$ cat config.mk
export PLATFORM = sky130hd
export DESIGN_NAME = gate_genome_eval
export DESIGN_NICKNAME = d
export VERILOG_FILES = /design/src/rtl/gaev_pkg.sv /design/src/rtl/gaev_store.sv /design/src/rtl/gaev_grid.sv /design/src/rtl/gaev_trace.sv /design/src/rtl/gate_genome_eval.sv
export SDC_FILE = /design/constraint.sdc
export NUM_CORES = 2
export LEC_CHECK = 0
export BUFFER_PORTS_ARGS = -buffer_cell sky130_fd_sc_hd__buf_2
export CORE_MARGIN = 1.5
export CORE_UTILIZATION = 50
export DETAILED_ROUTE_END_ITERATION = 10
export GPL_TIMING_DRIVEN = 0
export PLACE_DENSITY = 0.65
export SLEW_MARGIN = 20
export SYNTH_ARGS = -nofsm -noshare
export SYNTH_HDL_FRONTEND = slang
export SYNTH_SLANG_ARGS = --single-unit
$ cat constraint.sdc
create_clock -name clk -period 2.13 [get_ports clk]
set_clock_uncertainty 0.1 [all_clocks]
set_input_delay 0.1065 -clock clk [delete_from_list [all_inputs] [get_ports clk]]
set_output_delay 0.1065 -clock clk [all_outputs]
set_load 0.01 [all_outputs]
$ cat src/rtl/gaev_pkg.sv
package gaev_pkg;
  parameter int FIELD_W = 3;
  parameter int KIND_W  = 3;

  typedef logic [FIELD_W-1:0] fld_t;
  typedef logic [KIND_W-1:0]  kind_t;

  typedef enum logic [KIND_W-1:0] {
    K_WIRE = 3'd0,
    K_AND  = 3'd1,
    K_OR   = 3'd2,
    K_XOR  = 3'd3,
    K_NAND = 3'd4,
    K_NOR  = 3'd5
  } kind_e;

  typedef struct packed {
    fld_t  a_row;
    fld_t  a_col;
    fld_t  b_row;
    fld_t  b_col;
    kind_t kind;
  } cell_t;

  localparam int CELL_W = $bits(cell_t);

  typedef enum logic [1:0] {ST_IDLE, ST_RUN, ST_FIN} seq_e;

  function automatic logic gate_fn(input kind_t k, input logic a, input logic b);
    logic y;
    case (k)
      K_WIRE:  y = a;
      K_AND:   y = a & b;
      K_OR:    y = a | b;
      K_XOR:   y = a ^ b;
      K_NAND:  y = ~(a & b);
      K_NOR:   y = ~(a | b);
      default: y = 1'b0;
    endcase
    return y;
  endfunction

  function automatic logic uses_b(input kind_t k);
    return k != K_WIRE;
  endfunction

  function automatic logic kind_ok(input kind_t k);
    return k <= K_NOR;
  endfunction
endpackage

$ cat src/rtl/gaev_store.sv
module gaev_store
  import gaev_pkg::*;
#(
  parameter int ROWS = 5,
  parameter int COLS = 5,
  localparam int NODES = ROWS * COLS
)(
  input  logic  clk,
  input  logic  rst_n,
  input  logic  lock,
  input  logic  wr_en,
  input  fld_t  wr_row,
  input  fld_t  wr_col,
  input  cell_t wr_data,
  output cell_t cells [NODES]
);
  logic row_ok, col_ok, wr_take;

  always_comb begin
    row_ok  = (wr_row != '0) && (int'(wr_row) <= ROWS);
    col_ok  = (wr_col != '0) && (int'(wr_col) <= COLS);
    wr_take = wr_en && !lock && row_ok && col_ok;
  end

  for (genvar gc = 1; gc <= COLS; gc++) begin : g_col
    for (genvar gr = 1; gr <= ROWS; gr++) begin : g_row
      localparam int N = (gc - 1) * ROWS + (gr - 1);
      logic hit;
      cell_t mem_q;
      assign hit = wr_take && (int'(wr_row) == gr) && (int'(wr_col) == gc);
      // genome storage carries no reset: it is kept across reset
      always_ff @(posedge clk) begin
        if (hit) mem_q <= wr_data;
      end
      assign cells[N] = mem_q;
    end
  end

  // the stored genome cannot move while an evaluation holds the lock
  p_locked_write_r1: assert property (@(posedge clk) disable iff (!rst_n)
    (lock && $past(lock)) |-> $stable(cells[0]) && $stable(cells[NODES-1]));
endmodule

$ cat src/rtl/gaev_grid.sv
module gaev_grid
  import gaev_pkg::*;
#(
  parameter int ROWS   = 5,
  parameter int COLS   = 5,
  parameter int MAX_IN = 5,
  parameter int IN_W   = 3,
  localparam int NODES = ROWS * COLS
)(
  input  cell_t              cells [NODES],
  input  logic [MAX_IN-1:0]  combo,
  input  logic [IN_W-1:0]    nin,
  input  fld_t               sel_row,
  output logic               out_bit
);
  // prim[k] is variable k for the current combination; prim[0] is tied low
  logic [MAX_IN:0] prim;
  assign prim[0] = 1'b0;

  for (genvar gk = 1; gk <= MAX_IN; gk++) begin : g_var
    always_comb begin
      prim[gk] = 1'b0;
      if (IN_W'(gk) <= nin) prim[gk] = combo[nin - IN_W'(gk)];
    end
  end

  function automatic logic pick(input fld_t r, input fld_t c, input int here,
                                input logic [MAX_IN:0] pv,
                                input logic [NODES-1:0] pr);
    int n;
    if (c == '0) return (int'(r) <= MAX_IN) ? pv[r] : 1'b0;
    if (int'(c) >= here || r == '0 || int'(r) > ROWS) return 1'b0;
    n = (int'(c) - 1) * ROWS + int'(r) - 1;
    return pr[n];
  endfunction

  // seen[c] holds the values of every cell in columns 1..c
  logic [NODES-1:0] seen [COLS+1];
  assign seen[0] = '0;

  for (genvar gc = 1; gc <= COLS; gc++) begin : g_col
    logic [ROWS-1:0] colv;
    for (genvar gr = 1; gr <= ROWS; gr++) begin : g_row
      localparam int N = (gc - 1) * ROWS + (gr - 1);
      logic a_v, b_v;
      always_comb begin
        a_v = pick(cells[N].a_row, cells[N].a_col, gc, prim, seen[gc-1]);
        b_v = pick(cells[N].b_row, cells[N].b_col, gc, prim, seen[gc-1]);
        colv[gr-1] = gate_fn(cells[N].kind, a_v, b_v);
      end
    end
    assign seen[gc] = seen[gc-1] | (NODES'(colv) << ((gc - 1) * ROWS));
  end

  always_comb begin
    out_bit = 1'b0;
    if (sel_row != '0 && int'(sel_row) <= ROWS)
      out_bit = seen[COLS][(COLS - 1) * ROWS + int'(sel_row) - 1];
  end
endmodule

$ cat src/rtl/gaev_trace.sv
module gaev_trace
  import gaev_pkg::*;
#(
  parameter int ROWS   = 5,
  parameter int COLS   = 5,
  parameter int IN_W   = 3,
  parameter int GC_W   = 5,
  localparam int NODES = ROWS * COLS
)(
  input  cell_t           cells [NODES],
  input  logic [IN_W-1:0] nin,
  input  fld_t            sel_row,
  output logic [GC_W-1:0] gate_total,
  output logic            bad
);
  function automatic logic [NODES-1:0] ref_bit(input fld_t r, input fld_t c, input int here);
    logic [NODES-1:0] v;
    v = '0;
    if (c != '0 && int'(c) < here && r != '0 && int'(r) <= ROWS)
      v[(int'(c) - 1) * ROWS + int'(r) - 1] = 1'b1;
    return v;
  endfunction

  function automatic logic ref_bad(input fld_t r, input fld_t c, input int here,
                                   input logic [IN_W-1:0] ni);
    if (c == '0) return (r == '0) || (int'(r) > int'(ni));
    return (int'(c) >= here) || (r == '0) || (int'(r) > ROWS);
  endfunction

  logic             sel_ok;
  logic [NODES-1:0] need  [1:COLS];
  logic [NODES-1:0] cref  [NODES];
  logic             cbad  [NODES];
  logic             cgate [NODES];

  assign sel_ok = (sel_row != '0) && (int'(sel_row) <= ROWS);
  assign need[COLS] = sel_ok ? (NODES'(1) << ((COLS - 1) * ROWS + int'(sel_row) - 1)) : '0;

  for (genvar gc = COLS; gc >= 1; gc--) begin : g_col
    for (genvar gr = 1; gr <= ROWS; gr++) begin : g_row
      localparam int N = (gc - 1) * ROWS + (gr - 1);
      logic mark;
      assign mark = need[gc][N];
      assign cref[N] = mark ? (ref_bit(cells[N].a_row, cells[N].a_col, gc) |
                               (uses_b(cells[N].kind) ?
                                ref_bit(cells[N].b_row, cells[N].b_col, gc) : '0)) : '0;
      assign cbad[N] = mark & (ref_bad(cells[N].a_row, cells[N].a_col, gc, nin) |
                               (uses_b(cells[N].kind) &
                                ref_bad(cells[N].b_row, cells[N].b_col, gc, nin)) |
                               !kind_ok(cells[N].kind));
      assign cgate[N] = mark & uses_b(cells[N].kind);
    end
    if (gc > 1) begin : g_down
      logic [NODES-1:0] acc;
      always_comb begin
        acc = need[gc];
        for (int r = 0; r < ROWS; r++) acc = acc | cref[(gc - 1) * ROWS + r];
      end
      assign need[gc-1] = acc;
    end
  end

  always_comb begin
    gate_total = '0;
    bad        = !sel_ok;
    for (int n = 0; n < NODES; n++) begin
      gate_total = gate_total + GC_W'(cgate[n]);
      bad        = bad | cbad[n];
    end
  end
endmodule

$ cat src/rtl/gate_genome_eval.sv
module gate_genome_eval
  import gaev_pkg::*;
#(
  parameter int ROWS   = 5,
  parameter int COLS   = 5,
  parameter int MAX_IN = 5,
  localparam int TT_W  = 1 << MAX_IN,
  localparam int IN_W  = $clog2(MAX_IN + 1),
  localparam int NODES = ROWS * COLS,
  localparam int GC_W  = $clog2(NODES + 1),
  localparam int EC_W  = MAX_IN + 1
)(
  input  logic               clk,
  input  logic               rst_n,
  input  logic               wr_en,
  input  logic [FIELD_W-1:0] wr_row,
  input  logic [FIELD_W-1:0] wr_col,
  input  logic [CELL_W-1:0]  wr_data,
  input  logic [IN_W-1:0]    num_inputs,
  input  logic [FIELD_W-1:0] out_row,
  input  logic [TT_W-1:0]    target,
  input  logic               start,
  output logic               busy,
  output logic               done,
  output logic [EC_W-1:0]    error_count,
  output logic [GC_W-1:0]    gate_count,
  output logic               invalid_genome
);
  // reset: asserted asynchronously, released through two flops
  logic rst_m, rst_s;
  always_ff @(posedge clk or negedge rst_n) begin
    if (!rst_n) begin
      rst_m <= 1'b0;
      rst_s <= 1'b0;
    end else begin
      rst_m <= 1'b1;
      rst_s <= rst_m;
    end
  end

  seq_e              st_q, st_d;
  logic [MAX_IN-1:0] idx_q, idx_d;
  logic [EC_W-1:0]   acc_q, acc_d;
  logic [IN_W-1:0]   nin_q, nin_clamp;
  fld_t              sel_q;
  logic [TT_W-1:0]   tgt_q;
  logic              done_q, done_d;
  logic [EC_W-1:0]   ecnt_q;
  logic [GC_W-1:0]   gcnt_q;
  logic              inv_q;
  logic              cfg_en, res_en;
  logic [MAX_IN-1:0] last_idx;
  logic              grid_out, miss;
  logic [GC_W-1:0]   gate_total;
  logic              trace_bad;
  cell_t             cells [NODES];

  gaev_store #(.ROWS(ROWS), .COLS(COLS)) u_store (
    .clk     (clk),
    .rst_n   (rst_s),
    .lock    (st_q != ST_IDLE),
    .wr_en   (wr_en),
    .wr_row  (wr_row),
    .wr_col  (wr_col),
    .wr_data (cell_t'(wr_data)),
    .cells   (cells)
  );

  gaev_grid #(.ROWS(ROWS), .COLS(COLS), .MAX_IN(MAX_IN), .IN_W(IN_W)) u_grid (
    .cells   (cells),
    .combo   (idx_q),
    .nin     (nin_q),
    .sel_row (sel_q),
    .out_bit (grid_out)
  );

  gaev_trace #(.ROWS(ROWS), .COLS(COLS), .IN_W(IN_W), .GC_W(GC_W)) u_trace (
    .cells      (cells),
    .nin        (nin_q),
    .sel_row    (sel_q),
    .gate_total (gate_total),
    .bad        (trace_bad)
  );

  always_comb begin
    nin_clamp = (int'(num_inputs) > MAX_IN) ? IN_W'(MAX_IN) : num_inputs;
    last_idx  = MAX_IN'((1 << nin_q) - 1);
    miss      = grid_out ^ tgt_q[idx_q];
    cfg_en    = (st_q == ST_IDLE) && start;
    res_en    = (st_q == ST_FIN);
  end

  // next-state process
  always_comb begin
    st_d   = st_q;
    idx_d  = idx_q;
    acc_d  = acc_q;
    done_d = 1'b0;
    case (st_q)
      ST_IDLE: begin
        if (start) begin
          st_d  = ST_RUN;
          idx_d = '0;
          acc_d = '0;
        end
      end
      ST_RUN: begin
        acc_d = acc_q + EC_W'(miss);
        if (idx_q == last_idx) st_d = ST_FIN;
        else                   idx_d = idx_q + 1'b1;
      end
      ST_FIN: begin
        st_d   = ST_IDLE;
        done_d = 1'b1;
      end
      default: st_d = ST_IDLE;
    endcase
  end

  // register process
  always_ff @(posedge clk or negedge rst_s) begin
    if (!rst_s) begin
      st_q   <= ST_IDLE;
      idx_q  <= '0;
      acc_q  <= '0;
      done_q <= 1'b0;
      nin_q  <= '0;
      sel_q  <= '0;
      tgt_q  <= '0;
      ecnt_q <= '0;
      gcnt_q <= '0;
      inv_q  <= 1'b0;
    end else begin
      st_q   <= st_d;
      idx_q  <= idx_d;
      acc_q  <= acc_d;
      done_q <= done_d;
      if (cfg_en) begin
        nin_q <= nin_clamp;
        sel_q <= out_row;
        tgt_q <= target;
      end
      if (res_en) begin
        ecnt_q <= acc_q;
        gcnt_q <= gate_total;
        inv_q  <= inv_q | trace_bad;
      end
    end
  end

  assign busy           = (st_q != ST_IDLE);
  assign done           = done_q;
  assign error_count    = ecnt_q;
  assign gate_count     = gcnt_q;
  assign invalid_genome = inv_q;

  p_start_busy_r8: assert property (@(posedge clk) disable iff (!rst_s)
    (start && !busy) |=> busy);
  p_done_single_r8: assert property (@(posedge clk) disable iff (!rst_s)
    done |=> !done);
  p_done_idle_r8: assert property (@(posedge clk) disable iff (!rst_s)
    done |-> !busy);
  p_hold_counts_r9: assert property (@(posedge clk) disable iff (!rst_s)
    !done |-> ($stable(error_count) && $stable(gate_count)));
  p_sticky_flag_r4: assert property (@(posedge clk) disable iff (!rst_s)
    invalid_genome |=> invalid_genome);
  p_err_bound_r6: assert property (@(posedge clk) disable iff (!rst_s)
    done |-> (int'(error_count) <= (1 << nin_q)));
endmodule

### Word level (Yosys, flattened, before mapping)

Memories as Yosys holds them, arrays and structs flattened.
Cells that the tools add are included.

* register bits: 441
* bits in writable memories: 0
* logic and storage cells: 2836
* output and inout bits: 14
* bits in read-only memories: 320
* input bits: 63
* bits in latches: 0
* memories kept: 10

Memory list
* (no name shown): depth 32, width 1, rd ports 1, clocked after Yosys merged registers in 0, wr ports 0, line gaev_grid.sv:34 `return pr[n];`
* (no name shown): depth 32, width 1, rd ports 1, clocked after Yosys merged registers in 0, wr ports 0, line gaev_grid.sv:34
* (no name shown): depth 32, width 1, rd ports 1, clocked after Yosys merged registers in 0, wr ports 0, line gaev_grid.sv:34
* (no name shown): depth 32, width 1, rd ports 1, clocked after Yosys merged registers in 0, wr ports 0, line gaev_grid.sv:34
* (no name shown): depth 32, width 1, rd ports 1, clocked after Yosys merged registers in 0, wr ports 0, line gaev_grid.sv:34
* (no name shown): depth 32, width 1, rd ports 1, clocked after Yosys merged registers in 0, wr ports 0, line gaev_grid.sv:34
* +4 memories

* bitwise operators: 321
* multipliers: 50
* reductions and logical operators: 613
* magnitude comparators: 421
* divide/modulo/power cells: 0
* equality and inequality tests: 141
* multiplexer cells: 957
* shifts and indexed selects: 2
* add/sub/neg operators: 184

Operator list (number)
* less-than comparator 32 x 7 -> 1 bit, second input constant: 51
* subtractor 32 x 2 -> 32 bit, second input constant: 51
* adder 32 x 4 -> 32 bit: 50
* multiplier 32 x 4 -> 32 bit, second input constant: 50
* >= comparator 32 x 1 -> 1 bit, second input constant: 40
* 2-to-1 mux 1 bit: 705
* 2-to-1 mux 20 bit: 20
* logical NOT 3 bit: 125
* nonzero test 3 bit: 108
* 2-to-1 mux 15 bit: 20
* less-or-equal comparator 3 bit, second input constant: 78
* less-than comparator 3 x 4 -> 1 bit, second input constant: 55
* binary-select mux 1 bit (select 5 bit): 42
* demux 1 bit (select 5 bit): 40
* 2-to-1 mux 10 bit: 20
* bitwise OR 20 bit: 10
* subtractor 3 x 1 -> 4 bit, second input constant: 50
* logical AND 1 bit: 197
* equality test 3 bit, second input constant: 58
* binary-select mux 1 bit (select 3 bit): 55
* equality test 3 x 2 -> 1 bit, second input constant: 52
* > comparator 3 bit, second input constant: 51
* > comparator 3 bit: 50
* logical OR 1 bit: 150
* 50 further kinds: 561

### Longest topological paths before layout

* word-level depth: 62
* mapped depth: 88
* depth with buffers taken out: 80

### Hierarchy

A second synthesis with hierarchy kept.

* cells, all modules: 7963
* area total of the unflattened synthesis: 70176.1 um^2

By module, submodules not included
* gaev_trace: area an instance 32562.5 um^2, seq. area each 0.0 um^2, cells an instance 4250, times used 1
* gaev_grid: area an instance 23068.4 um^2, seq. area each 0.0 um^2, cells an instance 2983, times used 1
* gaev_store: area an instance 11513.5 um^2, seq. area each 11260.8 um^2, cells an instance 417, times used 1
* gate_genome_eval: area an instance 3031.7 um^2, seq. area each 1651.6 um^2, cells an instance 313, times used 1

### Least setup slack after synthesis

Ideal clock, no wire load.

* path kind: reg-to-reg
* start point: reg nin_q[2]
* end point: reg acc_q[5]
* buffers on the path: 11
* data required time: 1.907 ns
* library setup time: 0.123 ns
* cell stages (with the launch flop): 82
* setup slack: -12.916 ns
* period minus slack after synthesis: 15.046 ns
* arrival time: 14.823 ns
* cells stage by stage: dfrtp_1 > buf_4 > inv_1 > ha_1 > nand4bb_1 > o22ai_2 > or2_2 > clkbuf_1 > clkbuf_1 > clkbuf_1 > and3_1 > a21oi_1 > nor2_1 > o21ai_0 > inv_1 > ha_1 > mux2i_1 > a31oi_1 > [... 46 more ...] > nor2_1 > mux4_2 > a21oi_1 > o41ai_1 > ha_1 > mux2i_1 > a31oi_1 > o21ai_0 > o41ai_1 > o21ai_0 > nand2b_1 > a311o_1 > o211a_1 > a22oi_2 > ha_1 > and4_1 > nand3_1 > mux2i_1

* longest elaborated chain between the ends: 57
* elaborated cells on any way between the ends: 656
* classes of those cells: add/sub (6); order compare (5); mux (515); bitwise (130)

Ends and longest elaborated chain
* from (decl): line gate_genome_eval.sv:44 `logic [IN_W-1:0] nin_q, nin_clamp;`
* from (signal assigned): line gate_genome_eval.sv:139 `nin_q <= nin_clamp;`
* subtractor 3 x 1 -> 3 bit, or another cell as far along: line gaev_grid.sv:23 `if (IN_W'(gk) <= nin) prim[gk] = combo[nin - IN_W'(gk)];`
* binary-select mux 1 bit (select 3 bit): line gaev_grid.sv:23
* 2-to-1 mux 1 bit (not written as such): line gaev_grid.sv:23
* 2-to-1 mux 1 bit: line gaev_grid.sv:23
* binary-select mux 1 bit (select 3 bit): line gaev_grid.sv:31 `if (c == '0) return (int'(r) <= MAX_IN) ? pv[r] : 1'b0;`
* 2-to-1 mux 1 bit (not written as such): line gaev_grid.sv:31
* 2-to-1 mux 1 bit (2 in series): line gaev_grid.sv:31
* 2-to-1 mux 1 bit: line gaev_grid.sv:32 `if (int'(c) >= here || r == '0 || int'(r) > ROWS) return 1'b0;`
* [... 39 more ...]
* one-hot mux 1 bit (6 select lines): line gaev_pkg.sv:31 `case (k)`
* bitwise OR 25 bit *: line gaev_grid.sv:52 `assign seen[gc] = seen[gc-1] | (NODES'(colv) << ((gc - 1) * ROWS));`
* binary-select mux 1 bit (select 5 bit) *: line gaev_grid.sv:58 `out_bit = seen[COLS][(COLS - 1) * ROWS + int'(sel_row) - 1];`
* 2-to-1 mux 1 bit (not written as such) * (2 in series): line gaev_grid.sv:58
* 2-to-1 mux 1 bit *: line gaev_grid.sv:57 `if (sel_row != '0 && int'(sel_row) <= ROWS)`
* bitwise XOR 1 bit *: line gate_genome_eval.sv:88 `miss = grid_out ^ tgt_q[idx_q];`
* adder 6 x 1 -> 6 bit *: line gate_genome_eval.sv:108 `acc_d = acc_q + EC_W'(miss);`
* one-hot mux 6 bit (2 select lines) *: line gate_genome_eval.sv:99 `case (st_q)`
* to (signal assigned): line gate_genome_eval.sv:125 `acc_q <= '0;`
* to (signal assigned): line gate_genome_eval.sv:136 `acc_q <= acc_d;`
* to (decl): line gate_genome_eval.sv:43 `logic [EC_W-1:0] acc_q, acc_d;`

Mark *: on every way between the ends. The rest lies on a longest branch, timed or not. The select of a mux whose other input is x is not followed.
A chain may end at the register's enable or synchronous reset.

### Final worst setup path

* start point: reg nin_q[2]
* end point: reg acc_q[3]

The elaborated chain is that of the path after synthesis.

==> impl_metrics.py <==
metrics = {
    "outcome": {
        "outcome": "finished with violations",
        "violations": "negative setup slack",
    },
    "yosys": {
        "yosys-top-cells-area": "edfxtp_1 19%, ha_1 19%, fa_1 8.8%",
        "ys_seq_elements": 441,
        "synth_top_area_frac": 0.192,
        "async_reset_ff_frac": 0.150,
        "synth_area_um2": 58500,
        "synth_fa_ha_area_frac": 0.274,
        "synth_cells": 6653,
        "yosys.area.top_type": "edfxtp_1",
        "synth_compound_area_frac": 0.199,
        "synthSimpleGateAreaFrac": 0.166,
        "seq_area_frac_synth": 0.221,
        "synthMuxAreaShare": 0.0407,
        "synth_edf_count": 375,
        "synth_nets": 7842,
        "synth-xor-area-share": 0.0305,
        "synth_top_flop_cell": "edfxtp_1",
        "avgSynthCellArea_um2": 8.80,
        "yosys_warnings": 0,
        "synth_cell_types": 128,
        "synth_top_family_by_area": "adder cells",
    },
    "power_and_ir_drop": {
        "combPwrFrac": 0.488,
        "power_density_nw_per_um2": 574,
        "switching_share": 0.430,
        "p_leak_nw": 30.0,
        "clkPwrFrac": 0.259,
        "internal_power_w": 0.0232,
        "peakVddDrop_v": 0.000836,
        "p_seq_frac": 0.253,
        "p_switching_w": 0.0175,
    },
    "routing": {
        "routed_wirelength_um": 241000,
        "remaining_drc_errors": 0,
        "vias": 56800,
        "drtIter0Drc": 6313,
        "drt_first_pass_iters": 7,
        "viasPerCell": 6.45,
        "ant_nets": 0,
        "drt-wirelength-per-cell_um": 27.4,
    },
    "timing": {
        "worst_pin_slew_ps": 1290,
        "setup_tns_ps": -126140,
        "finalCriticalPeriod_ps": 14390,
        "hold_viol": 0,
        "post-route-period-util": 6.75,
        "rsz0062_at_grt": "yes",
        "fmax_mhz": 69.5,
        "setup_violations": 45,
        "drv_slew": 0,
        "relSlewSlack": 0.127,
        "fin_ws_ps": -12260,
    },
    "clock_network": {
        "cts_tree": "built",
        "clkTransAtPathRegs_ps": 60,
        "cts.sinks": 441,
        "htreeDepth": 2,
        "cts_root_buffer": "clkbuf_16",
        "cts_buffer_depth": 3,
        "cts_buffers": 55,
        "insertion_delay_ps": 730,
    },
    "worst_setup_path": {
        "path_max_fanout": 8,
        "cpPeakStageDelay_ps": 550,
        "critical_path.slowest_cell": "mux4_2",
        "worstRegToRegCells": 78,
        "rrSetupSlack_ps": -12260,
        "crit_type": "register to register",
        "cp_data_arrival_time_ps": 14850,
        "startpoint_type": "register",
        "path_common_cell": "clkbuf_16",
        "worstReg2RegStart": "nin_q[2]",
        "end_kind": "register",
        "startpoint": "nin_q[2]",
        "critPathRequiredTime_ps": 2590,
        "rr_endpoint": "acc_q[3]",
    },
    "floorplanning": {
        "dieArea_um2": 119000,
        "fp.dieW_um": 345,
        "initial_core_util": 0.504,
        "die_h_um": 345,
        "fp.coreArea_um2": 116000,
        "io_pins": 77,
        "rows": 125,
    },
    "placement": {
        "placed_area_um2": 62400,
        "dp_cells": 8269,
        "hpwl_um": 167000,
        "gp_congestion": 1.07,
        "io_buffers": 76,
    },
    "final_layout": {
        "fin_cells": 8811,
        "areaGrowthSynthToFinish_pct": 21.4,
        "design_area_um2": 71000,
        "final_nets": 8397,
        "fillCellCount": 9775,
        "drive_above_1_share": 0.174,
    },
    "min_path": {
        "hp-class": "primary input to register",
        "worstHoldStart": "target[14]",
        "hold_path_end": "tgt_q[14]",
        "whs_path_depth": 4,
    },
    "global_routing": {
        "first_global_vias": 52800,
        "overflow": 0,
        "grt_pass1_wl_um": 343000,
        "antenna_found_initial": 29,
        "grt_max_degree": 42,
        "grt_use_total": 0.390,
    },
    "run": {
        "drv_cap": 0,
    },
}
## how the worst max path moves through the flow
| stage | to | slack [ps] |
|---|---|---|
| detailed placement | acc_q[4] | -18360 |
| finish | acc_q[3] | -12260 |
| CTS | acc_q[3] | -12050 |
| global route | acc_q[3] | -12590 |
| global placement | acc_q[5] | -20680 |
| floorplan | acc_q[5] | -10910 |
## power by group through the flow
stage / combinational [W] / clock (W) / sequential [W]
after floorplan: 0.00868 / 0 / 0.0105
after CTS: 0.0184 / 0.0106 / 0.0103
after detailed placement: 0.0154 / 0 / 0.0106
after global routing: 0.0205 / 0.0109 / 0.0104
after global placement: 0.0144 / 0 / 0.0108
final: 0.0199 / 0.0105 / 0.0103
## what timing repair did
item	CTS	global route
endpoints found under the setup margin	403	306
endpoints found under the hold margin	414	0
resized for setup	288	312
hold buffers	60	0
pin swaps	110	162
buffers inserted	198	154
gates cloned	2	1
## cell type report
type | count | area [um2] | area share
multi-input cells | 5146 | 44700 | 0.629
well taps | 1524 | 1910 | 0.0269
clock inverters | 40 | 520 | 0.00733
inverters | 911 | 3430 | 0.0483
plain buffers | 147 | 1510 | 0.0212
clock buffers | 63 | 1450 | 0.0204
flip-flops and latches | 441 | 12900 | 0.182
repair buffers | 506 | 4540 | 0.0639
diodes | 33 | 82.6 | 0.00116
## through the flow
| step | worst slack, ps | power [W] | utilization | hold WS (ps) |
|---|---|---|---|---|
| 4_1_cts | -12050 | 0.0393 | 0.590 | 5.04 |
| 3_3_place_gp | -20680 | 0.0252 | 0.534 | -209 |
| 3_5_place_dp | -18360 | 0.0260 | 0.538 | -204 |
| 2_1_floorplan | -10910 | 0.0191 | - | -289 |
| 5_1_grt | -12590 | 0.0418 | 0.611 | 57.5 |
| 6_report | -12260 | 0.0408 | 0.612 | 35.9 |
## cells in the mapped netlist (48+ instances only)
cell	number
ha_1	868
nor2_1	442
a31oi_1	90
xnor2_1	115
and3_1	49
nor3_1	147
mux4_2	86
fa_1	258
a211oi_1	75
edfxtp_1	375
a22oi_1	70
or3_1	48
clkbuf_1	125
a21o_1	102
xor2_1	87
nor2b_1	113
a21oi_1	384
nand4_1	58
nand3b_1	55
nand3_1	158
o22ai_1	180
nand2b_1	91
o21ai_0	322
nand2_1	564
inv_1	902
dfrtp_1	66
## routing by layer
| metal | vias to the layer above | part of all wire | global-route usage |
|---|---|---|---|
| met3 | 897 | 0.11 | 0.0818 |
| met2 | 3144 | 0.43 | 0.596 |
| met4 | 10 | 0.086 | 0.278 |
| met5 | - | 0.00024 | 0 |
| li1 | 25400 | - | - |
| met1 | 27400 | 0.37 | 0.491 |
## cells in the final DEF, fill, tap and decap left out, drive strengths merged, types with 72 or more instances in the layout
cell,n
nor3,148
edfxtp,375
xnor2,115
nor2b,113
ha,868
nand2b,91
inv,908
a31oi,90
clkbuf,171
o22ai,182
nand2,567
nand3,159
mux4,86
a21o,103
fa,258
a211oi,77
nor2,445
a21oi,388
a22oi,72
xor2,88
o21ai,337
buf,483
## flip-flops by register name, indices dropped and copies added, names as in the netlist
register / count
u_store.cells: 375
tgt_q: 32
acc_q: 6
error_count: 6
gate_count: 5
idx_q: 5
nin_q: 3
sel_q: 3
st_q: 2
done: 1
invalid_genome: 1
rst_m: 1
rst_s: 1
## cells by family (layout without fill, tap and decap cells)
kind of cell	Yosys count	in the layout
muxes	128	128
other	1	34
and+or+nand+nor	1953	1953
AOI/OAI and AO/OA	1735	1735
DFF	441	441
xor gates and xnor gates	203	203
adders and majority gates	1126	1126
buffers and inverters	1066	1667
## worst max-delay path: cells and delay by family (launching register included)
| kind | cells | cell delay [ps] |
|---|---|---|
| fa+ha+maj | 7 | 1740 |
| simple gates | 17 | 2680 |
| buf+inv | 20 | 2900 |
| xor+xnor | 1 | 130 |
| compound gates | 30 | 5260 |
| mux | 3 | 1010 |
| flops | 1 | 390 |
(Power assumes the default switching activity.)
